$ cat config.mk
export PLATFORM = sky130hd
export DESIGN_NAME = pwr_trig_ctrl
export DESIGN_NICKNAME = d
export VERILOG_FILES = /design/src/rtl/pwr_trig_pkg.sv /design/src/rtl/pwr_trig_arb.sv /design/src/rtl/pwr_hold_tmr.sv /design/src/rtl/pwr_recov_cnt.sv /design/src/rtl/pwr_trig_ctrl.sv
export SDC_FILE = /design/constraint.sdc
export NUM_CORES = 1
export LEC_CHECK = 0
export ABC_AREA = 1
export BUFFER_PORTS_ARGS = -buffer_cell sky130_fd_sc_hd__buf_2
export CAP_MARGIN = 20
export CORE_UTILIZATION = 45
export CTS_CLUSTER_DIAMETER = 200
export CTS_CLUSTER_SIZE = 16
export DETAILED_ROUTE_END_ITERATION = 10
export PLACE_DENSITY = 0.66
export SLEW_MARGIN = 10
export SYNTH_ARGS = -nofsm -noshare
export SYNTH_HDL_FRONTEND = slang
export SYNTH_SLANG_ARGS = --single-unit
$ cat constraint.sdc
create_clock -name clk -period 1.6 [get_ports clk]
set_input_delay 0.08 -clock clk [delete_from_list [all_inputs] [get_ports clk]]
set_output_delay 0.08 -clock clk [all_outputs]
set_load 0.01 [all_outputs]
$ cat src/rtl/pwr_trig_pkg.sv
package pwr_trig_pkg;

  localparam int unsigned NTRIG = 23;
  localparam int unsigned TW    = $clog2(NTRIG);

  typedef enum logic [3:0] {
    ST_STANDBY  = 4'd0,
    ST_ACTIVE   = 4'd1,
    ST_MCU      = 4'd2,
    ST_RET      = 4'd3,
    ST_SAFE     = 4'd4,
    ST_SAFE_REC = 4'd5,
    ST_HALT     = 4'd6,
    ST_SOC_ERR  = 4'd7,
    ST_LP_STBY  = 4'd8
  } pstate_e;

  typedef enum logic [4:0] {
    SQ_NONE       = 5'd0,
    SQ_SAFE_SEV   = 5'd1,
    SQ_SAFE       = 5'd2,
    SQ_SAFE_ORD   = 5'd3,
    SQ_TO_STBY    = 5'd4,
    SQ_ACT_WARM   = 5'd5,
    SQ_ESM_SOC    = 5'd6,
    SQ_MCU_WARM   = 5'd7,
    SQ_ESM_MCU    = 5'd8,
    SQ_PWR_SOC    = 5'd9,
    SQ_BIST       = 5'd10,
    SQ_CRC_EN     = 5'd11,
    SQ_TO_ACT     = 5'd12,
    SQ_TO_MCU     = 5'd13,
    SQ_TO_RET     = 5'd14,
    SQ_UPD_PREP   = 5'd15,
    SQ_TO_LP      = 5'd16
  } seq_e;

  typedef struct packed {
    logic    ok;
    logic    move;
    pstate_e dest;
    seq_e    code;
    logic    imm;
  } row_t;

  // One row of the fixed priority table, qualified by the present state.
  function automatic row_t row_info(input int unsigned id, input pstate_e s);
    row_t r;
    logic norm;
    norm   = s inside {ST_STANDBY, ST_ACTIVE, ST_MCU, ST_RET};
    r.ok   = 1'b0;
    r.move = 1'b0;
    r.dest = s;
    r.code = SQ_NONE;
    r.imm  = 1'b0;
    case (id)
      0:  begin r.ok = norm; r.move = 1'b1; r.dest = ST_SAFE; r.code = SQ_SAFE_SEV; r.imm = 1'b1; end
      1:  begin r.ok = norm; r.move = 1'b1; r.dest = ST_SAFE; r.code = SQ_SAFE;     r.imm = 1'b1; end
      2:  begin r.ok = norm; r.move = 1'b1; r.dest = ST_SAFE; r.code = SQ_SAFE_ORD; r.imm = 1'b1; end
      4:  begin r.ok = s inside {ST_ACTIVE, ST_MCU, ST_RET, ST_SOC_ERR};
                r.move = 1'b1; r.dest = ST_STANDBY; r.code = SQ_TO_STBY; end
      5, 6: begin r.ok = (s == ST_ACTIVE); r.code = SQ_ACT_WARM; end
      7:  begin r.ok = (s == ST_ACTIVE); r.code = SQ_ESM_SOC; end
      8:  begin r.ok = (s == ST_MCU); r.code = SQ_MCU_WARM; end
      9:  begin r.ok = (s == ST_MCU); r.code = SQ_ESM_MCU; end
      10: begin r.ok = (s == ST_ACTIVE); r.move = 1'b1; r.dest = ST_SOC_ERR; r.code = SQ_PWR_SOC; end
      11: begin r.ok = s inside {ST_ACTIVE, ST_MCU}; r.code = SQ_BIST; end
      12: begin r.ok = s inside {ST_ACTIVE, ST_MCU}; r.code = SQ_CRC_EN; end
      13, 14, 15: begin r.ok = s inside {ST_STANDBY, ST_MCU, ST_RET, ST_LP_STBY};
                r.move = 1'b1; r.dest = ST_ACTIVE; r.code = SQ_TO_ACT; end
      16, 17: begin r.ok = s inside {ST_STANDBY, ST_ACTIVE, ST_RET, ST_LP_STBY};
                r.move = 1'b1; r.dest = ST_MCU; r.code = SQ_TO_MCU; end
      18: begin r.ok = s inside {ST_ACTIVE, ST_RET}; r.move = 1'b1; r.dest = ST_MCU; r.code = SQ_TO_MCU; end
      19, 20: begin r.ok = s inside {ST_ACTIVE, ST_MCU}; r.move = 1'b1; r.dest = ST_RET; r.code = SQ_TO_RET; end
      21: begin r.ok = s inside {ST_STANDBY, ST_ACTIVE, ST_MCU};
                r.move = 1'b1; r.dest = ST_LP_STBY; r.code = SQ_TO_LP; end
      22: begin r.ok = s inside {ST_ACTIVE, ST_MCU}; r.code = SQ_UPD_PREP; end
      default: ;
    endcase
    return r;
  endfunction

endpackage

$ cat src/rtl/pwr_trig_arb.sv
module pwr_trig_arb
  import pwr_trig_pkg::*;
#(
  parameter int unsigned N  = NTRIG,
  parameter int unsigned IW = $clog2(N)
) (
  input  pstate_e        state_i,
  input  logic           busy_i,
  input  logic [N-1:0]   req_i,
  output logic           win_o,
  output logic [IW-1:0]  id_o,
  output row_t           row_o
);

  row_t       rows [N];
  logic [N-1:0] hit;

  for (genvar g = 0; g < N; g++) begin : g_row
    assign rows[g] = row_info(g, state_i);
    assign hit[g]  = req_i[g] & rows[g].ok & (rows[g].imm | ~busy_i);
  end

  // Lowest set index wins: scan from the bottom of the table upward.
  always_comb begin
    win_o = |hit;
    id_o  = '0;
    for (int i = N - 1; i >= 0; i--) begin
      if (hit[i]) id_o = IW'(i);
    end
    row_o = rows[id_o];
  end

endmodule

$ cat src/rtl/pwr_hold_tmr.sv
module pwr_hold_tmr #(
  parameter int unsigned CLK_HZ  = 50_000_000,
  parameter int unsigned HOLD_MS = 2,
  parameter int unsigned CYC     = CLK_HZ / 1000 * HOLD_MS,
  parameter int unsigned CW      = $clog2(CYC + 1)
) (
  input  logic clk,
  input  logic rst_n,
  input  logic load_i,
  output logic active_o
);

  logic [CW-1:0] cnt_q, cnt_d;
  logic          cnt_en;

  always_comb begin
    cnt_en = load_i | (cnt_q != '0);
    cnt_d  = load_i ? CW'(CYC) : cnt_q - 1'b1;
  end

  always_ff @(posedge clk or negedge rst_n) begin
    if (!rst_n)      cnt_q <= '0;
    else if (cnt_en) cnt_q <= cnt_d;
  end

  assign active_o = (cnt_q != '0);

endmodule

$ cat src/rtl/pwr_recov_cnt.sv
module pwr_recov_cnt #(
  parameter int unsigned W = 3
) (
  input  logic         clk,
  input  logic         rst_n,
  input  logic         inc_i,
  input  logic [W-1:0] thr_i,
  output logic [W-1:0] cnt_o,
  output logic         reached_o
);

  logic [W-1:0] cnt_q;
  logic         cnt_en;

  assign cnt_en = inc_i & ~(&cnt_q);

  always_ff @(posedge clk or negedge rst_n) begin
    if (!rst_n)      cnt_q <= '0;
    else if (cnt_en) cnt_q <= cnt_q + 1'b1;
  end

  assign cnt_o     = cnt_q;
  assign reached_o = (cnt_q >= thr_i);

endmodule

$ cat src/rtl/pwr_trig_ctrl.sv
module pwr_trig_ctrl
  import pwr_trig_pkg::*;
#(
  parameter int unsigned CLK_HZ  = 50_000_000,
  parameter int unsigned HOLD_MS = 2,
  parameter int unsigned RCW     = 3
) (
  input  logic           clk,
  input  logic           rst_n,
  input  logic           imm_sd_i,
  input  logic           mcu_pwr_err_i,
  input  logic           orderly_sd_i,
  input  logic           off_req_i,
  input  logic           wdog_err_i,
  input  logic           esm_mcu_err_i,
  input  logic           esm_soc_err_i,
  input  logic           soc_pwr_err_i,
  input  logic           on_req_i,
  input  logic           mcu_on_req_i,
  input  logic           wake1_i,
  input  logic           wake2_i,
  input  logic [1:0]     sleep_pin_i,
  input  logic [1:0]     sleep_reg_i,
  input  logic [1:0]     sleep_mask_i,
  input  logic [3:0]     cmd_set_i,
  input  logic [RCW-1:0] recov_thr_i,
  input  logic           seq_done_i,
  output logic [3:0]     state_o,
  output logic           seq_start_o,
  output logic [4:0]     seq_code_o,
  output logic           seq_busy_o,
  output logic           crc_en_o,
  output logic           bus2_hold_o,
  output logic [RCW-1:0] recov_cnt_o,
  output logic           recov_halt_o
);

  // Reset: asserted asynchronously, released on the clock.
  logic [1:0] rs_q;
  logic       rst_s_n;
  always_ff @(posedge clk or negedge rst_n) begin
    if (!rst_n) rs_q <= '0;
    else        rs_q <= {rs_q[0], 1'b1};
  end
  assign rst_s_n = rs_q[1];

  pstate_e    state_q, state_d;
  logic       busy_q, busy_d;
  logic       start_q, start_d;
  seq_e       code_q, code_d;
  logic [3:0] pend_q, pend_d, pend_clr;
  logic       crc_q, crc_go, rec_inc, rec_reached;

  logic [1:0]       sl;
  logic             sl_en, cmd_en;
  logic [NTRIG-1:0] req;
  logic             win;
  logic [TW-1:0]    win_id;
  row_t             win_row;

  assign sl     = sleep_pin_i | sleep_reg_i;
  assign sl_en  = ~|sleep_mask_i;
  assign cmd_en = &sleep_mask_i;

  always_comb begin
    req     = '0;
    req[0]  = imm_sd_i;
    req[1]  = mcu_pwr_err_i;
    req[2]  = orderly_sd_i;
    req[4]  = off_req_i;
    req[5]  = wdog_err_i;
    req[6]  = esm_mcu_err_i;
    req[7]  = esm_soc_err_i;
    req[8]  = wdog_err_i;
    req[9]  = esm_mcu_err_i;
    req[10] = soc_pwr_err_i;
    req[11] = pend_q[1];
    req[12] = pend_q[2];
    req[13] = on_req_i;
    req[14] = wake1_i;
    req[15] = sl_en & sl[0] & sl[1];
    req[16] = mcu_on_req_i;
    req[17] = wake2_i;
    req[18] = sl_en & ~sl[0] & sl[1];
    req[19] = sl_en & ~sl[0] & ~sl[1];
    req[20] = sl_en & sl[0] & ~sl[1];
    req[21] = cmd_en & pend_q[0];
    req[22] = cmd_en & pend_q[3];
  end

  pwr_trig_arb #(.N(NTRIG), .IW(TW)) u_arb (
    .state_i (state_q),
    .busy_i  (busy_q),
    .req_i   (req),
    .win_o   (win),
    .id_o    (win_id),
    .row_o   (win_row)
  );

  pwr_recov_cnt #(.W(RCW)) u_recov (
    .clk       (clk),
    .rst_n     (rst_s_n),
    .inc_i     (rec_inc),
    .thr_i     (recov_thr_i),
    .cnt_o     (recov_cnt_o),
    .reached_o (rec_reached)
  );

  pwr_hold_tmr #(.CLK_HZ(CLK_HZ), .HOLD_MS(HOLD_MS)) u_hold (
    .clk      (clk),
    .rst_n    (rst_s_n),
    .load_i   (crc_go),
    .active_o (bus2_hold_o)
  );

  always_comb begin
    state_d  = state_q;
    busy_d   = busy_q & ~seq_done_i;
    start_d  = 1'b0;
    code_d   = code_q;
    pend_clr = '0;
    crc_go   = 1'b0;
    rec_inc  = 1'b0;
    if (win) begin
      start_d = 1'b1;
      busy_d  = 1'b1;
      code_d  = win_row.code;
      if (win_row.move) state_d = win_row.dest;
      case (win_id)
        TW'(11): pend_clr[1] = 1'b1;
        TW'(12): begin pend_clr[2] = 1'b1; crc_go = 1'b1; end
        TW'(21): pend_clr[0] = 1'b1;
        TW'(22): pend_clr[3] = 1'b1;
        default: ;
      endcase
    end else if (state_q == ST_SAFE && !busy_q) begin
      state_d = ST_SAFE_REC;
      rec_inc = 1'b1;
    end else if (state_q == ST_SAFE_REC) begin
      state_d = rec_reached ? ST_HALT : ST_STANDBY;
    end
    pend_d = (pend_q & ~pend_clr) | cmd_set_i;
  end

  always_ff @(posedge clk or negedge rst_s_n) begin
    if (!rst_s_n) begin
      state_q <= ST_STANDBY;
      busy_q  <= 1'b0;
      start_q <= 1'b0;
      code_q  <= SQ_NONE;
      pend_q  <= '0;
      crc_q   <= 1'b0;
    end else begin
      state_q <= state_d;
      busy_q  <= busy_d;
      start_q <= start_d;
      code_q  <= code_d;
      pend_q  <= pend_d;
      if (crc_go) crc_q <= 1'b1;
    end
  end

  assign state_o      = state_q;
  assign seq_start_o  = start_q;
  assign seq_code_o   = code_q;
  assign seq_busy_o   = busy_q;
  assign crc_en_o     = crc_q;
  assign recov_halt_o = (state_q == ST_HALT);

endmodule

# After elaboration in Yosys (flattened, before gate mapping)
# Cells that the tools add are included.
# word_totals
input_bits	28
output_inout_bits	17
register_bits	38
# classes
n_reduce_logical	18
n_eq_ne	13
order_cmp	2
addsub	2
n_mux	41
bitwise_logic	62
# op_table
cell	n
2-to-1 mux 5 bit	22
binary-select mux 12 bit (select 5 bit)	1
AND 1 bit	51
2-to-1 mux 11 bit	2
OR reduction 22 bit	1
2-to-1 mux 4 bit	5
2-to-1 mux 17 bit	1
nonzero test 17 bit	1
subtractor 17 x 1 -> 17 bit (second input constant)	1
equality test 4 x 3 -> 1 bit (second input constant)	4
nonzero test 4 bit	4
equality test 5 x 4 -> 1 bit (second input constant)	2
equality test 5 bit (second input constant)	2
2-to-1 mux 1 bit	9
equality test 4 x 2 -> 1 bit (second input constant)	2
>= comparator 6 bit (second input constant)	1
NOT 5 -> 6 bit	1
nonzero test 3 bit	2
NOT 1 bit	5
AND 4 bit	1
equality test 4 x 1 -> 1 bit (second input constant)	1
equality test 4 bit (second input constant)	1
logical NOT 4 bit	1
NOT 4 bit	1
13 further kinds	16

# Longest topological paths before layout
# Gate-level depths: netlist of the first run.
# depth
ltp_word	32
ltp_mapped	32
mapped_depth_nobuf	32

# By module
# From an unflattened synthesis of the first run, not the netlist that was laid out.
# hier_totals
cells_unflattened	479
area_unflattened_um2	3098.0
# by_module_without_submodules
module	instances	cells_per_inst	area_per_inst_um2	seq_area_each_um2
pwr_hold_tmr	1	158	1089.8	425.4
pwr_trig_arb	1	182	939.7	0.0
pwr_trig_ctrl	1	110	844.6	450.4
pwr_recov_cnt	1	29	224.0	75.1

# Worst setup path before layout of the first run
# Ideal clock, no wire load.
# synth_timing
kind	register to register
from	register state_q[3] (netlist: state_o[3])
to	register state_q[1] (netlist: state_o[1])
arrival_time_ns	2.666
stages_incl_launch_ff	30
path_buffers	0
setup_slack_ns	-1.188
synth_period_minus_slack_ns	2.788
t_required_ns	1.478
setup_ns	0.122
path_cell_list	dfrtp_1 > nor2_4 > nand2_2 > nand3_2 > nand3_1 > nand2_1 > nand2_1 > nand2_1 > nand2_1 > nand2_1 > nand2_1 > nand2_1 > nand2_1 > nand2_1 > nand2_1 > nand2_1 > nand2_1 > nand2_2 > nand2_2 > nand2_2 > inv_1 > ha_1 > inv_1 > nor2_1 > o21ai_0 > nand3_2 > nand2_4 > nand2_4 > nand2_1 > o21ai_2
# synth_via
elab_chain_cells	32
elab_cells_between_ends	90
classes_between	eq/ne (8); mux (28); bitwise (42); reduce/logical (12)
# synth_lines
element	line	source
start: declaration	pwr_trig_ctrl.sv:47	pstate_e state_q, state_d;
start signal: assignment	pwr_trig_ctrl.sv:154	state_q <= state_d;
equality test 4 x 1 -> 1 bit / equality test 4 x 2 -> 1 bit (equally long branches)	--	
nonzero test 2 bit	--	
AND 1 bit (2 in a row)	pwr_trig_arb.sv:20	assign hit[g] = req_i[g] & rows[g].ok & (rows[g].imm | ~busy_i);
2-to-1 mux 5 bit (22 in a row)	pwr_trig_arb.sv:28	if (hit[i]) id_o = IW'(i);
NOT 5 -> 6 bit (implied by the code)	pwr_trig_arb.sv:30	row_o = rows[id_o];
binary-select mux 12 bit (select 5 bit)	pwr_trig_arb.sv:30	
2-to-1 mux 11 bit (implied by the code) (2 in a row)	pwr_trig_arb.sv:30	
!= test 2 bit (no source line) / 2-to-1 mux 4 bit (equally long branches)	--	
AND reduction 2 bit (no source line) / 2-to-1 mux 4 bit (equally long branches)	--	
# Parallel ways exist; a longest one is shown, timed or not. The select of a mux whose other input is x is not followed.
# A chain may end at the register's enable or synchronous reset.

# Worst setup path in the final report of the first run
# layout_timing
from	register state_q[0] (netlist: state_o[0])
to	register state_q[1] (netlist: state_o[1])
# Same word-level chain as after synthesis.

==> summary.md, run 1 <==
| Metric | Value |
|---|---|
| Status | `complete, but fails checks` |
| Failing checks | `negative setup slack` |
| DRC | `0` |
| Slowest stage cell, crit path | `dfrtp_2` |
| Top Ports | `45` |
| CP Max Fanout | `6` |
| VDD IR max | `0.001179 V` |
| Vias post-DR | `3122` |
| Post-DP HPWL | `5.720 mm` |
| DRT Pass-1 Iters | `4` |
| CTS tree | `built` |
| Core area | `5642 um2` |
| Prevailing post-synth register cell | `dfrtp_1` |
| Fin. max-slew vios | `0` |
| Worst R2R End | `state_o[1]` |
| Xor/xnor share of the synthesized area | `2.608%` |
| YS warnings | `0` |
| Die height | `79.27 um` |
| Pwr Total | `6.697 mW` |
| Drt via density | `4.995` |
| Clk slew on worst S/H paths | `0.08 ns` |
| RSZ-0062 raised after global routing | `yes` |
| Commonest cells after routing, fill and taps aside | `buf_4 (118), nand2_1 (72), nor2_1 (46)` |
| Final hold viol count | `0` |
| Crit Path Category | `reg2reg` |
| Vias in the first global route | `3038` |
| Global Route Usage Sum | `27.28%` |
| Most common cell after layout, fill and taps aside | `buf_4` |
| Drt wl/cell | `13.11 um` |
| Htree depth | `2` |
| Buf/Inv on CP | `3` |
| Number of synthesized flops with an enable pin | `0` |
| Highest clock rate | `350.9 MHz` |
| Synth Area in Adders | `5.123%` |
| CP Data Required Time | `1.79 ns` |
| CP startpoint kind | `flip-flop` |
| Synth Area in Compound Gates | `10.99%` |
| Gate Count Post-Synth | `373` |
| WP data arrival | `3.04 ns` |
| LEAKAGE | `2.270 nW` |
| Final Skew | `0.006837 ns` |
| Sequential element share of the synthesized area | `35.40%` |
| CTS root buf | `clkbuf_8` |
| Site row count | `27` |
| Longest Clk Path Bufs | `2` |
| Synth Register Bits | `38` |
| Setup-failing EPs final | `36` |
| CP dominant cell by count | `nand2_1` |
| Netlist Area Pre-Place | `2686 um2` |
| CTS sink cnt | `38` |
| Post-synthesis cell type count | `42` |
| Setup tns final | `-35.23 ns` |
| Pin count of the biggest net entering global routing | `34` |
| Place WS | `-1.166 ns` |
| Crit-path max cell delay | `0.49 ns` |
| Main combinational cell family by area after synthesis | `simple AND/OR/NAND/NOR gates` |
| Simple-gate area share of the yosys netlist | `37.03%` |
| Hold/Removal Path Class | `reg2async` |
| Worst reg2reg setup slack | `-1.25 ns` |
| Mapped Nets | `412` |
| Horizontal die dimension | `79.27 um` |
| Ys async rst share | `100.0%` |
| Reg2Reg Launch Point | `state_o[0]` |
| First-pass GRT wire length | `13.26 mm` |
| Tcrit/Tclk final | `178.1%` |
| GP Congestion | `0.8473` |
| Worst Setup End Kind | `flip-flop` |
| Nets@finish | `591` |
| Final ANT Viol Nets | `0` |
| Remaining Overflow, GRT | `0` |
| Fillcell total | `400` |
| Layout area overhead | `62.60%` |
| Syn_area_per_cell | `7.202 um2` |
| Skew-Pair Late Insertion Delay | `0.30 ns` |
| Port bufs | `44` |
| TritonCTS Buffers | `5` |
| Iter 0 DRT Violations | `261` |
| Launch point of the worst path | `state_o[0]` |
| Cell family with most CP delay | `simple AND/OR/NAND/NOR gates` |
| Share of cells above drive strength 1 | `48.64%` |
| Multiplexer share of the synthesized area | `0.8384%` |
| Initial core utilization | `47.62%` |
| Worst reg2reg path depth | `31` |
| Pwr/cell area | `1533 nW/um2` |
| Final WS setup | `-1.250 ns` |
| Initial antenna violation count | `0` |
| Final wirelength | `8.192 mm` |
| MaxCap Viol Count | `0` |
| Fin crit period | `2.850 ns` |
| Antenna Cells | `0` |
| Die area | `6283 um2` |
[per-layer routing]
layer,vias to the layer above,wire length [um],share of wire (%),track usage (%)
li1,1573,-,-,-
met1,1455,3347,41,31.38
met2,76,4372,53,51.38
met3,18,305,3.7,3.333
met4,0,166,2.0,9.455
met5,-,0,0,0
[report_power, final]
part           internal, mW  leakage [nW]  switching [mW]
sequential             1.28         0.420           0.225
clock                 0.347        0.0472           0.364
combinational          2.24          1.80            2.24
[state kept, by name, summed over array words and instances, names as in the netlist]
signal,cells
u_hold.cnt_q,17
seq_start_o,1
u_recov.cnt_o,3
rs_q,2
seq_code_o,5
seq_busy_o,1
crc_en_o,1
pend_q,4
state_o,4
[cell families after synthesis]
kind of cell / Yosys count
AND/OR/NAND/NOR: 213
buffers and inverters: 54
AO/OA/AOI/OAI: 46
flip-flops: 38
adder cells (fa/ha/maj): 11
XOR/XNOR: 8
multiplexers: 2
other: 1
[worst register-to-register path: cells and delay by family, from the launching register on]
kind                       cells  cell delay, ns
and+or+nand+nor               25            1.72
DFF                            1            0.49
AOI/OAI and AO/OA              2            0.18
buffers and inverters          3            0.17
adders and majority gates      1            0.15
[what timing repair did]
item / 4_1_cts / 5_1_grt
resized for setup: 34 / 33
setup endpoints to repair: 34 / 37
pin swaps: 10 / 24
setup buffers: 19 / 8
hold buffers: 6 / 0
hold endpoints to repair: 7 / 0
[through the flow]
stage	cells	hold slack (ns)	area [um2]	util, %
after floorplan	373	-0.2156	2754	-
after global placement	585	-0.1337	3786	67.11
after detailed placement	585	-0.1321	3786	67.11
after CTS	618	0.06421	4187	74.21
after global routing	625	0.07712	4368	77.42
final	625	0.05706	4368	77.42
[cell type report]
cell class / count / area [um2] / share of cell area (%)
Tap cell: 72 / 90.09 / 2.062
Inverter: 50 / 200.2 / 4.583
Clock buffer: 6 / 82.58 / 1.891
Sequential cell: 38 / 955.9 / 21.88
Multi-Input combinational cell: 281 / 1760 / 40.30
Timing Repair Buffer: 176 / 1266 / 28.99
Clock inverter: 2 / 12.51 / 0.2865
[cell usage after synthesis (5+ instances only)]
library cell	n	area, um2
xor2_1	5	43.79
inv_1	44	165.2
nand3_1	31	155.2
inv_2	5	18.77
nand2_2	9	56.30
dfrtp_1	38	950.9
o21ai_0	14	70.07
nand2_1	78	292.8
o21ai_1	5	25.02
nand4_1	6	37.54
nor3_1	11	55.05
ha_1	11	137.6
a21oi_1	6	30.03
nor2_1	55	206.5
[worst max-delay path by stage]
stage	to	cells past startpoint	slack (ns)
floorplan	state_o[1]	27	-1.0
global placement	state_o[0]	29	-1.12
detailed placement	state_o[0]	29	-1.17
CTS	seq_code_o[0]	25	-1.12
global route	state_o[1]	31	-1.50
finish	state_o[1]	31	-1.25
Power figures use the tool's default switching activity.
==> inputs of run 2 (changes only) <==
BUFFER_PORTS_ARGS = unset   (was -buffer_cell sky130_fd_sc_hd__buf_2)
DONT_BUFFER_PORTS = 1   (was unset)
PLACE_DENSITY = unset   (was 0.66)
==> summary.md, run 2 (synthesized netlist as in run 1, its figures left out) <==
| Metric | Value |
|---|---|
| Status | `complete, but fails checks` |
| Failing checks | `negative setup slack` |
| Drt via density | `5.088` |
| CTS tree | `built` |
| Final hold viol count | `0` |
| Post-layout instance area | `4135 um2` |
| Nets@finish | `543` |
| Place WS | `-1.195 ns` |
| CP startpoint kind | `flip-flop` |
| Worst reg2reg setup slack | `-1.27 ns` |
| Vias in the first global route | `2807` |
| Site row count | `27` |
| Initial core utilization | `47.62%` |
| Die height | `79.27 um` |
| DRC | `0` |
| Port bufs | `0` |
| Slowest stage cell, crit path | `dfrtp_2` |
| Final WS setup | `-1.270 ns` |
| Largest register by flop count | `u_hold.cnt_q` |
| Horizontal die dimension | `79.27 um` |
| Clock Power Share | `14.8%` |
| Commonest cells after routing, fill and taps aside | `buf_4 (115), nand2_1 (74), nor2_1 (42)` |
| Skew-Pair Late Insertion Delay | `0.28 ns` |
| Top Ports | `45` |
| Crit-path max cell delay | `0.44 ns` |
| Setup-failing EPs final | `36` |
| CTS sink cnt | `38` |
| Highest clock rate | `348.4 MHz` |
| Layout area overhead | `53.94%` |
| First-pass GRT wire length | `12.59 mm` |
| Worst Setup End Kind | `flip-flop` |
| Htree depth | `2` |
| Psw | `2.746 mW` |
| Clk slew on worst S/H paths | `0.08 ns` |
| Core area | `5642 um2` |
| Fin. max-slew vios | `0` |
| Drt wl/cell | `13.43 um` |
| Crit Path Category | `reg2reg` |
| Tcrit/Tclk final | `179.4%` |
| Worst R2R End | `seq_code_o[0]` |
| Post-DP HPWL | `5.692 mm` |
| CP Max Fanout | `7` |
| DRT Pass-1 Iters | `4` |
| MaxCap Viol Count | `0` |
| Share of cells above drive strength 1 | `42.77%` |
| Sw Ratio | `41.17%` |
| Remaining Overflow, GRT | `0` |
| Antenna Cells | `0` |
| Pwr/cell area | `1613 nW/um2` |
| Final wirelength | `7.751 mm` |
| Pin count of the biggest net entering global routing | `37` |
| CTS root buf | `clkbuf_8` |
| Worst reg2reg path depth | `27` |
| Final Skew | `0.003863 ns` |
| Initial antenna violation count | `0` |
| Cell family with most CP delay | `simple AND/OR/NAND/NOR gates` |
| Most common cell after layout, fill and taps aside | `buf_4` |
| Iter 0 DRT Violations | `151` |
| Global Route Usage Sum | `25.66%` |
| Fin crit period | `2.870 ns` |
| RSZ-0062 raised after global routing | `yes` |
| CP Data Required Time | `1.78 ns` |
| Placed cell area | `3628 um2` |
| Final ANT Viol Nets | `0` |
| Reg power frac | `22.9%` |
| Reg2Reg Launch Point | `state_o[2]` |
| VDD IR max | `0.0008664 V` |
| GP Congestion | `0.8832` |
| Hold/Removal Path Class | `in2async` |
| Max reg flops | `17` |
| Longest Clk Path Bufs | `2` |
| Buf/Inv on CP | `3` |
| Hold slack | `0.01855 ns` |
| Die area | `6283 um2` |
| WP data arrival | `3.05 ns` |
| LEAKAGE | `2.071 nW` |
| Int Power | `3.924 mW` |
| TritonCTS Buffers | `5` |
| CP dominant cell by count | `nand2_1` |
| Vias post-DR | `2936` |
| Combinational Power Share | `62.3%` |
run 2: metrics by stage:
step | power, mW | cells | util (%) | TNS (ns)
floorplan | 3.564 | 373 | - | -26.37
global placement | 4.973 | 546 | 64.32 | -31.98
detailed placement | 5.048 | 546 | 64.32 | -33.81
CTS | 6.417 | 570 | 71.15 | -33.80
global route | 7.181 | 577 | 73.30 | -43.40
finish | 6.670 | 577 | 73.30 | -36.69
run 2: routing by layer:
layer / up-vias / global-route usage [%] / wire length (um) / share of wire [%]
li1: 1478 / - / - / -
met1: 1387 / 31.36 / 3442 / 44
met2: 67 / 46.90 / 3912 / 50
met3: 4 / 4.023 / 336 / 4.3
met4: 0 / 5.818 / 59 / 0.76
met5: - / 0 / 0 / 0
run 2: cell type report:
class | count | area (um2)
Clock buffer | 5 | 68.82
Clock inverter | 3 | 68.82
Fill cell | 437 | 1506
Inverter | 50 | 195.2
Multi-Input combinational cell | 281 | 1737
Sequential cell | 38 | 955.9
Tap cell | 72 | 90.09
Timing Repair Buffer | 128 | 1020
run 2: how the worst max path moves through the flow:
stage                    start             to  slack, ns  cells after the start
floorplan           state_o[2]     state_o[1]       -1.0                     27
global placement    state_o[2]     state_o[0]      -1.14                     27
detailed placement  state_o[1]     state_o[0]      -1.20                     29
CTS                 state_o[3]     state_o[0]      -1.17                     29
global route        state_o[2]  seq_code_o[0]      -1.46                     29
finish              state_o[2]  seq_code_o[0]      -1.27                     27
run 2: timing repair:
action | CTS | global route
setup endpoints to repair | 36 | 38
pin swaps | 12 | 4
setup buffers | 11 | 7
hold buffers | 6 | 0
gates resized for setup | 33 | 19
endpoints found under the hold margin | 7 | 0
run 2: power groups by stage:
stage	registers [mW]	clock network [mW]	logic (mW)
3_3_place_gp	1.53	0	3.44
2_1_floorplan	1.59	0	1.97
3_5_place_dp	1.54	0	3.51
6_report	1.53	0.984	4.16
4_1_cts	1.53	1.01	3.88
5_1_grt	1.57	1.05	4.57
==> inputs of run 3 (changes only) <==
PLACE_DENSITY = 0.69   (was unset)
==> summary.md, run 3 (synthesized netlist as in run 1, its figures left out) <==
| Metric | Value |
|---|---|
| First-pass GRT wire length | `13.55 mm` |
| CTS sink cnt | `38` |
| Worst reg2reg path depth | `29` |
| Commonest cells after routing, fill and taps aside | `buf_4 (120), nand2_1 (69), nor2_1 (40)` |
| Tightest Pin Transition | `0.5188 ns` |
| Iter 0 DRT Violations | `271` |
| Die area | `6283 um2` |
| GRT met2 Usage | `49.57%` |
| Final hold viol count | `0` |
| TritonCTS Buffers | `5` |
| Pwr Total | `7.411 mW` |
| CTS root buf | `clkbuf_8` |
| Placed cell area | `3671 um2` |
| Status | `complete, but fails checks` |
| Global Route Usage Sum | `27.62%` |
| Final WS setup | `-1.495 ns` |
| DRC | `0` |
| Clock Power Share | `14.0%` |
| Die height | `79.27 um` |
| Port bufs | `0` |
| Nets@finish | `559` |
| Most common cell after layout, fill and taps aside | `buf_4` |
| Fin crit period | `3.095 ns` |
| Site row count | `27` |
| Antenna Cells | `0` |
| Slowest stage cell, crit path | `dfrtp_2` |
| Sw Ratio | `43.56%` |
| Horizontal die dimension | `79.27 um` |
| Layout area overhead | `65.25%` |
| GP Congestion | `0.9030` |
| Drt via density | `5.612` |
| Core area | `5642 um2` |
| Met3 GRT Util | `6.322%` |
| Finished Layout Cells | `593` |
| Clk slew on worst S/H paths | `0.08 ns` |
| Final Skew | `0.006508 ns` |
| Post-DP HPWL | `5.928 mm` |
| Longest Clk Path Bufs | `2` |
| Initial antenna violation count | `0` |
| Vias post-DR | `3328` |
| Cell family with most CP delay | `simple AND/OR/NAND/NOR gates` |
| DRT Pass-1 Iters | `5` |
| Largest register by flop count | `u_hold.cnt_q` |
| Hold/Removal Path Class | `reg2async` |
| Remaining Overflow, GRT | `0` |
| Pwr/cell area | `1669 nW/um2` |
| Htree depth | `2` |
| Crit Path Category | `reg2reg` |
| CP Data Required Time | `1.79 ns` |
| Inst Count DP | `555` |
| Failing checks | `negative setup slack` |
| Final Util | `78.69%` |
| RSZ-0062 raised after global routing | `yes` |
| CP dominant cell by count | `nand2_1` |
| Setup-failing EPs final | `36` |
| CP startpoint kind | `flip-flop` |
| Post-layout instance area | `4439 um2` |
| Drt wl/cell | `17.50 um` |
| CP Max Fanout | `7` |
| Pin count of the biggest net entering global routing | `14` |
| MaxCap Viol Count | `0` |
| Buf/Inv on CP | `2` |
| Final wirelength | `10.38 mm` |
| Crit-path max cell delay | `0.44 ns` |
| Most crowded layer after global routing | `met2` |
| Fin. max-slew vios | `0` |
| Relative slew slack | `65.41%` |
| Tcrit/Tclk final | `193.4%` |
| CTS tree | `built` |
| Combinational Power Share | `64.8%` |
| Vias in the first global route | `3002` |
| Final ANT Viol Nets | `0` |
| Met1 Use GR | `31.51%` |
| Highest clock rate | `323.1 MHz` |
| Max reg flops | `17` |
| VDD IR max | `0.0008355 V` |
| Skew-Pair Late Insertion Delay | `0.30 ns` |
| Critical path depth | `29` |
| Initial core utilization | `47.62%` |
| Worst Setup End Kind | `flip-flop` |
| Int Power | `4.183 mW` |
| Psw | `3.229 mW` |
| WP data arrival | `3.28 ns` |
| Share of cells above drive strength 1 | `48.56%` |
| LEAKAGE | `2.208 nW` |
| Reg power frac | `21.2%` |
| Place WS | `-1.219 ns` |
| Top Ports | `45` |
==> run 3: layout make-up <==
cell class,count,area [um2]
clock buffers,6,82.58
clock inverters,2,60.06
fillers,353,1202
inverters,50,200.2
multi-input cells,281,1876
flip-flops and latches,38,955.9
well taps,72,90.09
repair buffers,144,1175
==> run 3: metal layers <==
layer | part of all wire [%] | vias to the layer above
li1 | - | 1507
met1 | 39 | 1574
met2 | 50 | 188
met3 | 6.9 | 59
met4 | 4.4 | 0
met5 | 0 | -
==> run 3: worst reg2reg max path: cells and delay by family (launching register included) <==
kind	cells	cell delay [ns]
flops	1	0.44
fa+ha+maj	1	0.15
buf+inv	2	0.10
simple gates	24	2.05
compound gates	2	0.24
==> run 3: timing repair <==
action / CTS / global route
resized for setup: 61 / 38
pin swaps: 11 / 22
hold endpoints to repair: 7 / 0
gates cloned: 0 / 0
endpoints found under the setup margin: 36 / 37
hold buffers: 7 / 0
setup buffers: 13 / 13
==> run 3: power by group through the flow <==
stage / sequential (mW) / combinational, mW / clock (mW)
finish: 1.57 / 4.81 / 1.04
global route: 1.59 / 5.10 / 1.09
CTS: 1.55 / 4.08 / 1.04
detailed placement: 1.54 / 3.57 / 0
global placement: 1.54 / 3.48 / 0
floorplan: 1.59 / 1.97 / 0
==> run 3: path summary, 6_finish.rpt <==
path | startpoint | end | slack [ns]
worst max-delay path | state_o[2] | state_o[1] | -1.49
worst min-delay path | rs_q[1] | u_recov.cnt_o[0] | 0.21
worst max register to register | state_o[2] | state_o[1] | -1.49
worst min register to register | rs_q[1] | u_recov.cnt_o[0] | 0.21
max in group asynchronous | rs_q[1] | seq_code_o[0] | 0.80
min in group clk | rs_q[0] | rs_q[1] | 0.36
==> run 3: through the flow <==
stage,hold WS [ns],TNS [ns]
final,0.2144,-41.15
after global routing,0.2381,-47.81
after CTS,0.2153,-33.56
after detailed placement,-0.2156,-33.01
after global placement,-0.2156,-31.87
after floorplan,-0.2156,-26.37
